### config.mk
export PLATFORM = sky130hd
export DESIGN_NAME = rs_scheduler
export DESIGN_NICKNAME = d
export VERILOG_FILES = /design/src/rtl/rs_pkg.sv /design/src/rtl/rs_age_select.sv /design/src/rtl/rs_exec_pipe.sv /design/src/rtl/rs_scheduler.sv
export SDC_FILE = /design/constraint.sdc
export NUM_CORES = 1
export LEC_CHECK = 0
export BUFFER_PORTS_ARGS = -buffer_cell sky130_fd_sc_hd__buf_2
export CELL_PAD_IN_SITES_DETAIL_PLACEMENT = 1
export CELL_PAD_IN_SITES_GLOBAL_PLACEMENT = 1
export CORE_ASPECT_RATIO = 0.75
export CORE_MARGIN = 2
export CORE_UTILIZATION = 54
export CTS_CLUSTER_SIZE = 28
export DETAILED_ROUTE_END_ITERATION = 8
export PLACE_DENSITY_LB_ADDON = 0.1
export SLEW_MARGIN = 20
export SYNTH_ARGS = -nofsm -noshare
export SYNTH_HDL_FRONTEND = slang
export SYNTH_SLANG_ARGS = --single-unit
export TNS_END_PERCENT = 5
### constraint.sdc
create_clock -name clk -period 79.3 [get_ports clk]
set_input_delay 0 -clock clk [delete_from_list [all_inputs] [get_ports clk]]
set_output_delay 0 -clock clk [all_outputs]
set_load 0.01 [all_outputs]
### src/rtl/rs_pkg.sv
package rs_pkg;
    localparam int NUM_UNITS = 3;

    typedef enum logic [1:0] {
        OPC_ADD = 2'd0,
        OPC_MUL = 2'd1,
        OPC_DIV = 2'd2,
        OPC_ALT = 2'd3
    } opc_e;

    // Execution unit index for an operation class; the spare code goes to the adder.
    function automatic logic [1:0] unit_of(input logic [1:0] opc);
        case (opc)
            OPC_MUL: return 2'd1;
            OPC_DIV: return 2'd2;
            default: return 2'd0;
        endcase
    endfunction
endpackage

### src/rtl/rs_age_select.sv
module rs_age_select #(
    parameter int N     = 8,
    parameter int SEQ_W = 5,
    parameter int IDX_W = 3
) (
    input  logic [N-1:0]            req,
    input  logic [N-1:0][SEQ_W-1:0] seq,
    output logic                    gnt_v,
    output logic [IDX_W-1:0]        gnt_idx
);
    // a is older than b when the wrapped difference is negative
    function automatic logic older(input logic [SEQ_W-1:0] a, input logic [SEQ_W-1:0] b);
        logic [SEQ_W-1:0] diff;
        diff = a - b;
        return diff[SEQ_W-1];
    endfunction

    always_comb begin
        gnt_v   = 1'b0;
        gnt_idx = '0;
        for (int i = 0; i < N; i++) begin
            if (req[i] && (!gnt_v || older(seq[i], seq[gnt_idx]))) begin
                gnt_v   = 1'b1;
                gnt_idx = IDX_W'(i);
            end
        end
    end
endmodule

### src/rtl/rs_exec_pipe.sv
module rs_exec_pipe #(
    parameter int LAT   = 3,
    parameter int TAG_W = 4,
    parameter int OUT_W = 7
) (
    input  logic             clk,
    input  logic             rst_n,
    input  logic             issue_v,
    input  logic [TAG_W-1:0] issue_tag,
    output logic [OUT_W-1:0] stage_v,
    output logic             bc_v,
    output logic [TAG_W-1:0] bc_tag,
    output logic             done_v,
    output logic [TAG_W-1:0] done_tag
);
    typedef struct packed {
        logic [LAT-1:0]            v;
        logic [LAT-1:0][TAG_W-1:0] tag;
    } pipe_t;

    pipe_t pipe_d, pipe_q;

    always_comb begin
        pipe_d     = pipe_q;
        pipe_d.v   = {pipe_q.v[LAT-2:0], issue_v};
        pipe_d.tag = {pipe_q.tag[LAT-2:0], issue_tag};
    end

    always_ff @(posedge clk or negedge rst_n) begin
        if (!rst_n) pipe_q <= '0;
        else        pipe_q <= pipe_d;
    end

    // stage k holds an operation issued k+1 cycles ago
    for (genvar k = 0; k < OUT_W; k++) begin : g_stage
        if (k < LAT) begin : g_live
            assign stage_v[k] = pipe_q.v[k];
        end else begin : g_pad
            assign stage_v[k] = 1'b0;
        end
    end

    assign bc_v     = pipe_q.v[LAT-2];
    assign bc_tag   = pipe_q.tag[LAT-2];
    assign done_v   = pipe_q.v[LAT-1];
    assign done_tag = pipe_q.tag[LAT-1];
endmodule

### src/rtl/rs_scheduler.sv
module rs_scheduler
    import rs_pkg::*;
#(
    parameter int N_ENT   = 8,
    parameter int TAG_W   = 4,
    parameter int LAT_ADD = 3,
    parameter int LAT_MUL = 5,
    parameter int LAT_DIV = 7
) (
    input  logic                 clk,
    input  logic                 rst_n,
    input  logic                 cfg_inorder,
    input  logic                 ins_valid,
    input  logic [1:0]           ins_op,
    input  logic [TAG_W-1:0]     ins_dst,
    input  logic [TAG_W-1:0]     ins_src1,
    input  logic                 ins_rdy1,
    input  logic [TAG_W-1:0]     ins_src2,
    input  logic                 ins_rdy2,
    output logic                 ins_ready,
    output logic [NUM_UNITS-1:0] iss_valid,
    output logic                 bc_valid,
    output logic [TAG_W-1:0]     bc_tag,
    output logic                 cmp_valid,
    output logic [TAG_W-1:0]     cmp_tag
);
    localparam int IDX_W   = $clog2(N_ENT);
    localparam int SEQ_W   = IDX_W + 2;
    localparam int LAT_MX1 = (LAT_ADD > LAT_MUL) ? LAT_ADD : LAT_MUL;
    localparam int LAT_MAX = (LAT_MX1 > LAT_DIV) ? LAT_MX1 : LAT_DIV;
    localparam int LAT_TAB [NUM_UNITS] = '{LAT_ADD, LAT_MUL, LAT_DIV};

    typedef struct packed {
        logic             valid;
        logic [1:0]       unit;
        logic [TAG_W-1:0] dst;
        logic [TAG_W-1:0] src1;
        logic             rdy1;
        logic [TAG_W-1:0] src2;
        logic             rdy2;
        logic [SEQ_W-1:0] seq;
    } slot_t;

    typedef struct packed {
        slot_t [N_ENT-1:0] slot;
        logic [SEQ_W-1:0]  seq_ctr;
    } state_t;

    state_t st_d, st_q;

    logic [NUM_UNITS-1:0]              bc_vec, done_vec, slot_busy, gnt_v;
    logic [NUM_UNITS-1:0][TAG_W-1:0]   bc_tags, done_tags, iss_tag;
    logic [NUM_UNITS-1:0][LAT_MAX-1:0] stage_all;
    logic [NUM_UNITS-1:0][IDX_W-1:0]   gnt_idx;
    logic [NUM_UNITS-1:0][N_ENT-1:0]   req;
    logic [N_ENT-1:0]                  woke1, woke2, occupied;
    logic [N_ENT-1:0][SEQ_W-1:0]       seq_vec;
    logic                              old_v;
    logic [IDX_W-1:0]                  old_idx;

    // ---------------- execution units and per-unit pickers ----------------
    for (genvar g = 0; g < NUM_UNITS; g++) begin : g_unit
        rs_age_select #(.N(N_ENT), .SEQ_W(SEQ_W), .IDX_W(IDX_W)) u_pick (
            .req     (req[g]),
            .seq     (seq_vec),
            .gnt_v   (gnt_v[g]),
            .gnt_idx (gnt_idx[g])
        );

        assign iss_valid[g] = gnt_v[g] && !slot_busy[g];
        assign iss_tag[g]   = st_q.slot[gnt_idx[g]].dst;

        rs_exec_pipe #(.LAT(LAT_TAB[g]), .TAG_W(TAG_W), .OUT_W(LAT_MAX)) u_pipe (
            .clk       (clk),
            .rst_n     (rst_n),
            .issue_v   (iss_valid[g]),
            .issue_tag (iss_tag[g]),
            .stage_v   (stage_all[g]),
            .bc_v      (bc_vec[g]),
            .bc_tag    (bc_tags[g]),
            .done_v    (done_vec[g]),
            .done_tag  (done_tags[g])
        );
    end

    // oldest occupied slot, used by the in-order mode
    rs_age_select #(.N(N_ENT), .SEQ_W(SEQ_W), .IDX_W(IDX_W)) u_oldest (
        .req     (occupied),
        .seq     (seq_vec),
        .gnt_v   (old_v),
        .gnt_idx (old_idx)
    );

    // ---------------- shared bus and completion merge ----------------
    always_comb begin
        bc_valid  = |bc_vec;
        cmp_valid = |done_vec;
        bc_tag    = '0;
        cmp_tag   = '0;
        for (int u = 0; u < NUM_UNITS; u++) begin
            if (bc_vec[u])   bc_tag  = bc_tag  | bc_tags[u];
            if (done_vec[u]) cmp_tag = cmp_tag | done_tags[u];
        end
    end

    // A unit with latency L announces L-1 cycles after issue; a longer unit
    // holding an operation in stage Lv-L-1 would announce in that same cycle.
    always_comb begin
        slot_busy = '0;
        for (int u = 0; u < NUM_UNITS; u++) begin
            for (int v = 0; v < NUM_UNITS; v++) begin
                for (int k = 0; k < LAT_MAX; k++) begin
                    if ((k == LAT_TAB[v] - LAT_TAB[u] - 1) && stage_all[v][k]) begin
                        slot_busy[u] = 1'b1;
                    end
                end
            end
        end
    end

    // ---------------- wakeup and request vectors ----------------
    always_comb begin
        req = '0;
        for (int i = 0; i < N_ENT; i++) begin
            occupied[i] = st_q.slot[i].valid;
            seq_vec[i]  = st_q.slot[i].seq;
            woke1[i]    = st_q.slot[i].rdy1 || (bc_valid && st_q.slot[i].src1 == bc_tag);
            woke2[i]    = st_q.slot[i].rdy2 || (bc_valid && st_q.slot[i].src2 == bc_tag);
            for (int u = 0; u < NUM_UNITS; u++) begin
                req[u][i] = st_q.slot[i].valid && woke1[i] && woke2[i]
                         && (st_q.slot[i].unit == 2'(u))
                         && (!cfg_inorder || (old_v && old_idx == IDX_W'(i)));
            end
        end
    end

    assign ins_ready = !(&occupied);

    // ---------------- next state ----------------
    always_comb begin
        logic [IDX_W-1:0] free_idx;
        st_d     = st_q;
        free_idx = '0;
        for (int i = N_ENT - 1; i >= 0; i--) begin
            if (!st_q.slot[i].valid) free_idx = IDX_W'(i);
        end
        for (int i = 0; i < N_ENT; i++) begin
            st_d.slot[i].rdy1 = woke1[i];
            st_d.slot[i].rdy2 = woke2[i];
            for (int u = 0; u < NUM_UNITS; u++) begin
                if (iss_valid[u] && gnt_idx[u] == IDX_W'(i)) st_d.slot[i].valid = 1'b0;
            end
        end
        if (ins_valid && ins_ready) begin
            st_d.slot[free_idx].valid = 1'b1;
            st_d.slot[free_idx].unit  = unit_of(ins_op);
            st_d.slot[free_idx].dst   = ins_dst;
            st_d.slot[free_idx].src1  = ins_src1;
            st_d.slot[free_idx].rdy1  = ins_rdy1 || (bc_valid && ins_src1 == bc_tag);
            st_d.slot[free_idx].src2  = ins_src2;
            st_d.slot[free_idx].rdy2  = ins_rdy2 || (bc_valid && ins_src2 == bc_tag);
            st_d.slot[free_idx].seq   = st_q.seq_ctr;
            st_d.seq_ctr              = st_q.seq_ctr + 1'b1;
        end
    end

    always_ff @(posedge clk or negedge rst_n) begin
        if (!rst_n) st_q <= '0;
        else        st_q <= st_d;
    end
endmodule

==> results.toml <==
[logic_synthesis]
synthArstFlopShare_pct = 100
synth_top_area_share_pct = 33.3
synth-seq-cells = 256
synth_area_um2 = 19200
synth_nets = 2322
synth-edff-count = 0
yosysTopAreaCell = "dfrtp_1"
netlist_instances = 2226
synth_ff_type = "dfrtp_1"
yosysWarnings = 0
yosysUniqueCellTypes = 118
ys_seq_area_share_pct = 33.3
avgSynthCellArea_um2 = 8.64
netlist_top_cells_area = "dfrtp_1 33%, nand2_1 6.4%, mux2_2 6.4%"

[route]
vias = 19400
finalWirelength_um = 83500
avgRoutedWirePerCell_um = 31.0
dr.pass1.iters = 5
drc = 0
post_drt_via_cell_ratio = 7.20
ant_nets = 0
drt_iter0_drc = 2558

[clock_network]
cts.sinks = 256
root_buffer = "clkbuf_16"
tritoncts = "yes"
cts_buffer_depth = 3
clk_latency_ps = 570
clk_pin_slew_ps = 70
htree_levels = 1
cts-buffers-inserted = 25

[worst_setup_path]
crit_cells = 131
worstSetupPathType = "reg -> reg"
max_stage_delay_ps = 860
crit_path_end_kind = "flop"
crit_top_cell = "ha_1"
critPathMaxFanout = 16
critPathTopFamily = "compound AO/OA/AOI/OAI gates"
critical_path.slowest_cell = "a2111oi_0"
required_ps = 79690
r2r_cells = 131
critPathLaunchType = "flop"
cp_num_buf_inv = 4
arrival_ps = 37340
timing.rr.end = "g_unit[1].u_pipe.pipe_d[6]"
reg2reg_slack_ps = 42360

[floorplanning]
die_h_um = 167
die_w_um = 222
dieArea_um2 = 37200
core_um2 = 34900
pin_count = 34
start_util_pct = 55.1
rows = 59

[placement]
gp_congestion = 1.06
place_hpwl_um = 59000
portBuffers = 33

[finish]
nFillCells = 4057
layout_commonest_cell = "nand2_1"
antenna_cells = 0
fin_util_pct = 59.4
layout-drive-gt1-share_pct = 12.7
nets = 2321
final_cell_mix = "330 x nand2_1, 256 x dfrtp_1, 156 x nor2_1"
syn_to_final_growth_pct = 7.71

[sta]
finalSetupViolations = 0
tightest_slew_ps = 1070
hold_viol_final = 0
finalSetupTns_ps = 0
max_slew_margin_pct = 28.6
maxSlewViolCount = 0
holdWs_ps = 39.8
rsz0062_at_grt = "no"
min_period_over_period_pct = 46.6
clock_skew_ps = 25.5
post-route-min-period_ps = 36940
clock.fmax_mhz = 27.1

[flow_run]
max-cap-violations = 0

[global_routing]
grt_max_degree = 142
grt_pass1_vias = 19900
overflow = 0
antenna_found_initial = 2
grt_pass1_wl_um = 125000
grt_usage_pct = 44.1

[status]
status = "complete, no violations"

[min_path]
hold_class = "in -> async"
## through the flow
step | setup WS (ps) | cell area (um2) | cells
4_1_cts | 43530 | 20700 | 2697
3_5_place_dp | 43840 | 19700 | 2639
5_1_grt | 40420 | 20700 | 2698
6_report | 42360 | 20700 | 2698
2_1_floorplan | 51280 | 19200 | 2226
3_3_place_gp | 45260 | 19700 | 2639
## layout make-up
type                       instances  area, um2  share of cell area (%)
multi-input combinational       1781      12000                    57.9
sequential                       256       6410                    30.9
clock buffer                      35        723                    3.49
timing repair buffer              95        711                    3.43
tap                              457        572                    2.76
inverter                          66        248                    1.20
clock inverter                     8       60.1                   0.290
## synthesized netlist by cell type (7+ instances only)
| cell | count |
|---|---|
| xnor2_1 | 78 |
| nor2_1 | 157 |
| nor4_1 | 15 |
| buf_1 | 8 |
| buf_4 | 14 |
| a2111oi_0 | 11 |
| nand2b_1 | 19 |
| o211a_1 | 7 |
| mux2i_1 | 72 |
| and2_1 | 18 |
| nand2_1 | 330 |
| buf_6 | 9 |
| nand3_1 | 50 |
| or4_1 | 10 |
| and3_1 | 19 |
| a21o_1 | 29 |
| o21ai_1 | 9 |
| nand4_1 | 20 |
| ha_1 | 76 |
| clkbuf_1 | 73 |
| o22ai_1 | 9 |
| o211ai_1 | 26 |
| a31o_2 | 7 |
| o21a_1 | 23 |
| a211o_1 | 7 |
| o21ai_0 | 106 |
| nor3_1 | 81 |
| mux2_2 | 109 |
| xor2_1 | 22 |
| a22oi_1 | 8 |
| nor2b_1 | 13 |
| a31oi_1 | 44 |
| dfrtp_1 | 256 |
| nand3b_1 | 7 |
| a21oi_1 | 138 |
| buf_2 | 13 |
| a222oi_1 | 8 |
| inv_1 | 60 |
| a221oi_1 | 22 |
| a211oi_1 | 35 |
| or3_1 | 20 |
| nor3b_1 | 11 |
| o31ai_1 | 18 |
## routing by layer
| metal | up-vias | part of all wire [%] | global-route usage (%) | wire [um] |
|---|---|---|---|---|
| li1 | 8181 | - | - | - |
| met1 | 9709 | 40 | 59.3 | 33400 |
| met2 | 1225 | 43 | 67.7 | 36300 |
| met3 | 319 | 12 | 11.0 | 9780 |
| met4 | 4 | 4.8 | 19.0 | 3980 |
| met5 | - | 0.15 | 2.19 | 126 |
## timing repair
| item | 4_1_cts | 5_1_grt |
|---|---|---|
| setup buffers | 0 | 0 |
| hold buffers | 15 | 0 |
| endpoints found under the hold margin | 248 | 0 |
| resized for setup | 0 | 0 |
## logic make-up after synthesis
kind of cell | share of synthesized area (%)
buf+inv | 4.55
flops | 33.3
fa+ha+maj | 4.94
mux | 10.4
compound gates | 22.0
xor+xnor | 4.67
simple gates | 20.2
## how the worst max path moves through the flow
| stage | start | to |
|---|---|---|
| 4_1_cts | flop | g_unit[1].u_pipe.pipe_d[6] |
| 3_3_place_gp | flop | occupied[0] |
| 6_report | flop | g_unit[1].u_pipe.pipe_d[6] |
| 5_1_grt | flop | occupied[0] |
| 3_5_place_dp | flop | g_unit[1].u_pipe.pipe_d[6] |
| 2_1_floorplan | flop | g_unit[1].u_pipe.pipe_d[6] |
## worst reg2reg max path: cells and delay by family, from the launching register on
kind	cells	cell delay, ps
muxes	12	3830
and+or+nand+nor	49	12550
DFF	1	610
xor gates and xnor gates	2	490
buffers and inverters	4	860
adders and majority gates	13	4160
AOI/OAI and AO/OA	51	14240
Power is not shown: default switching activity piles up to over one toggle a cycle in this logic, so the estimate is an artifact.
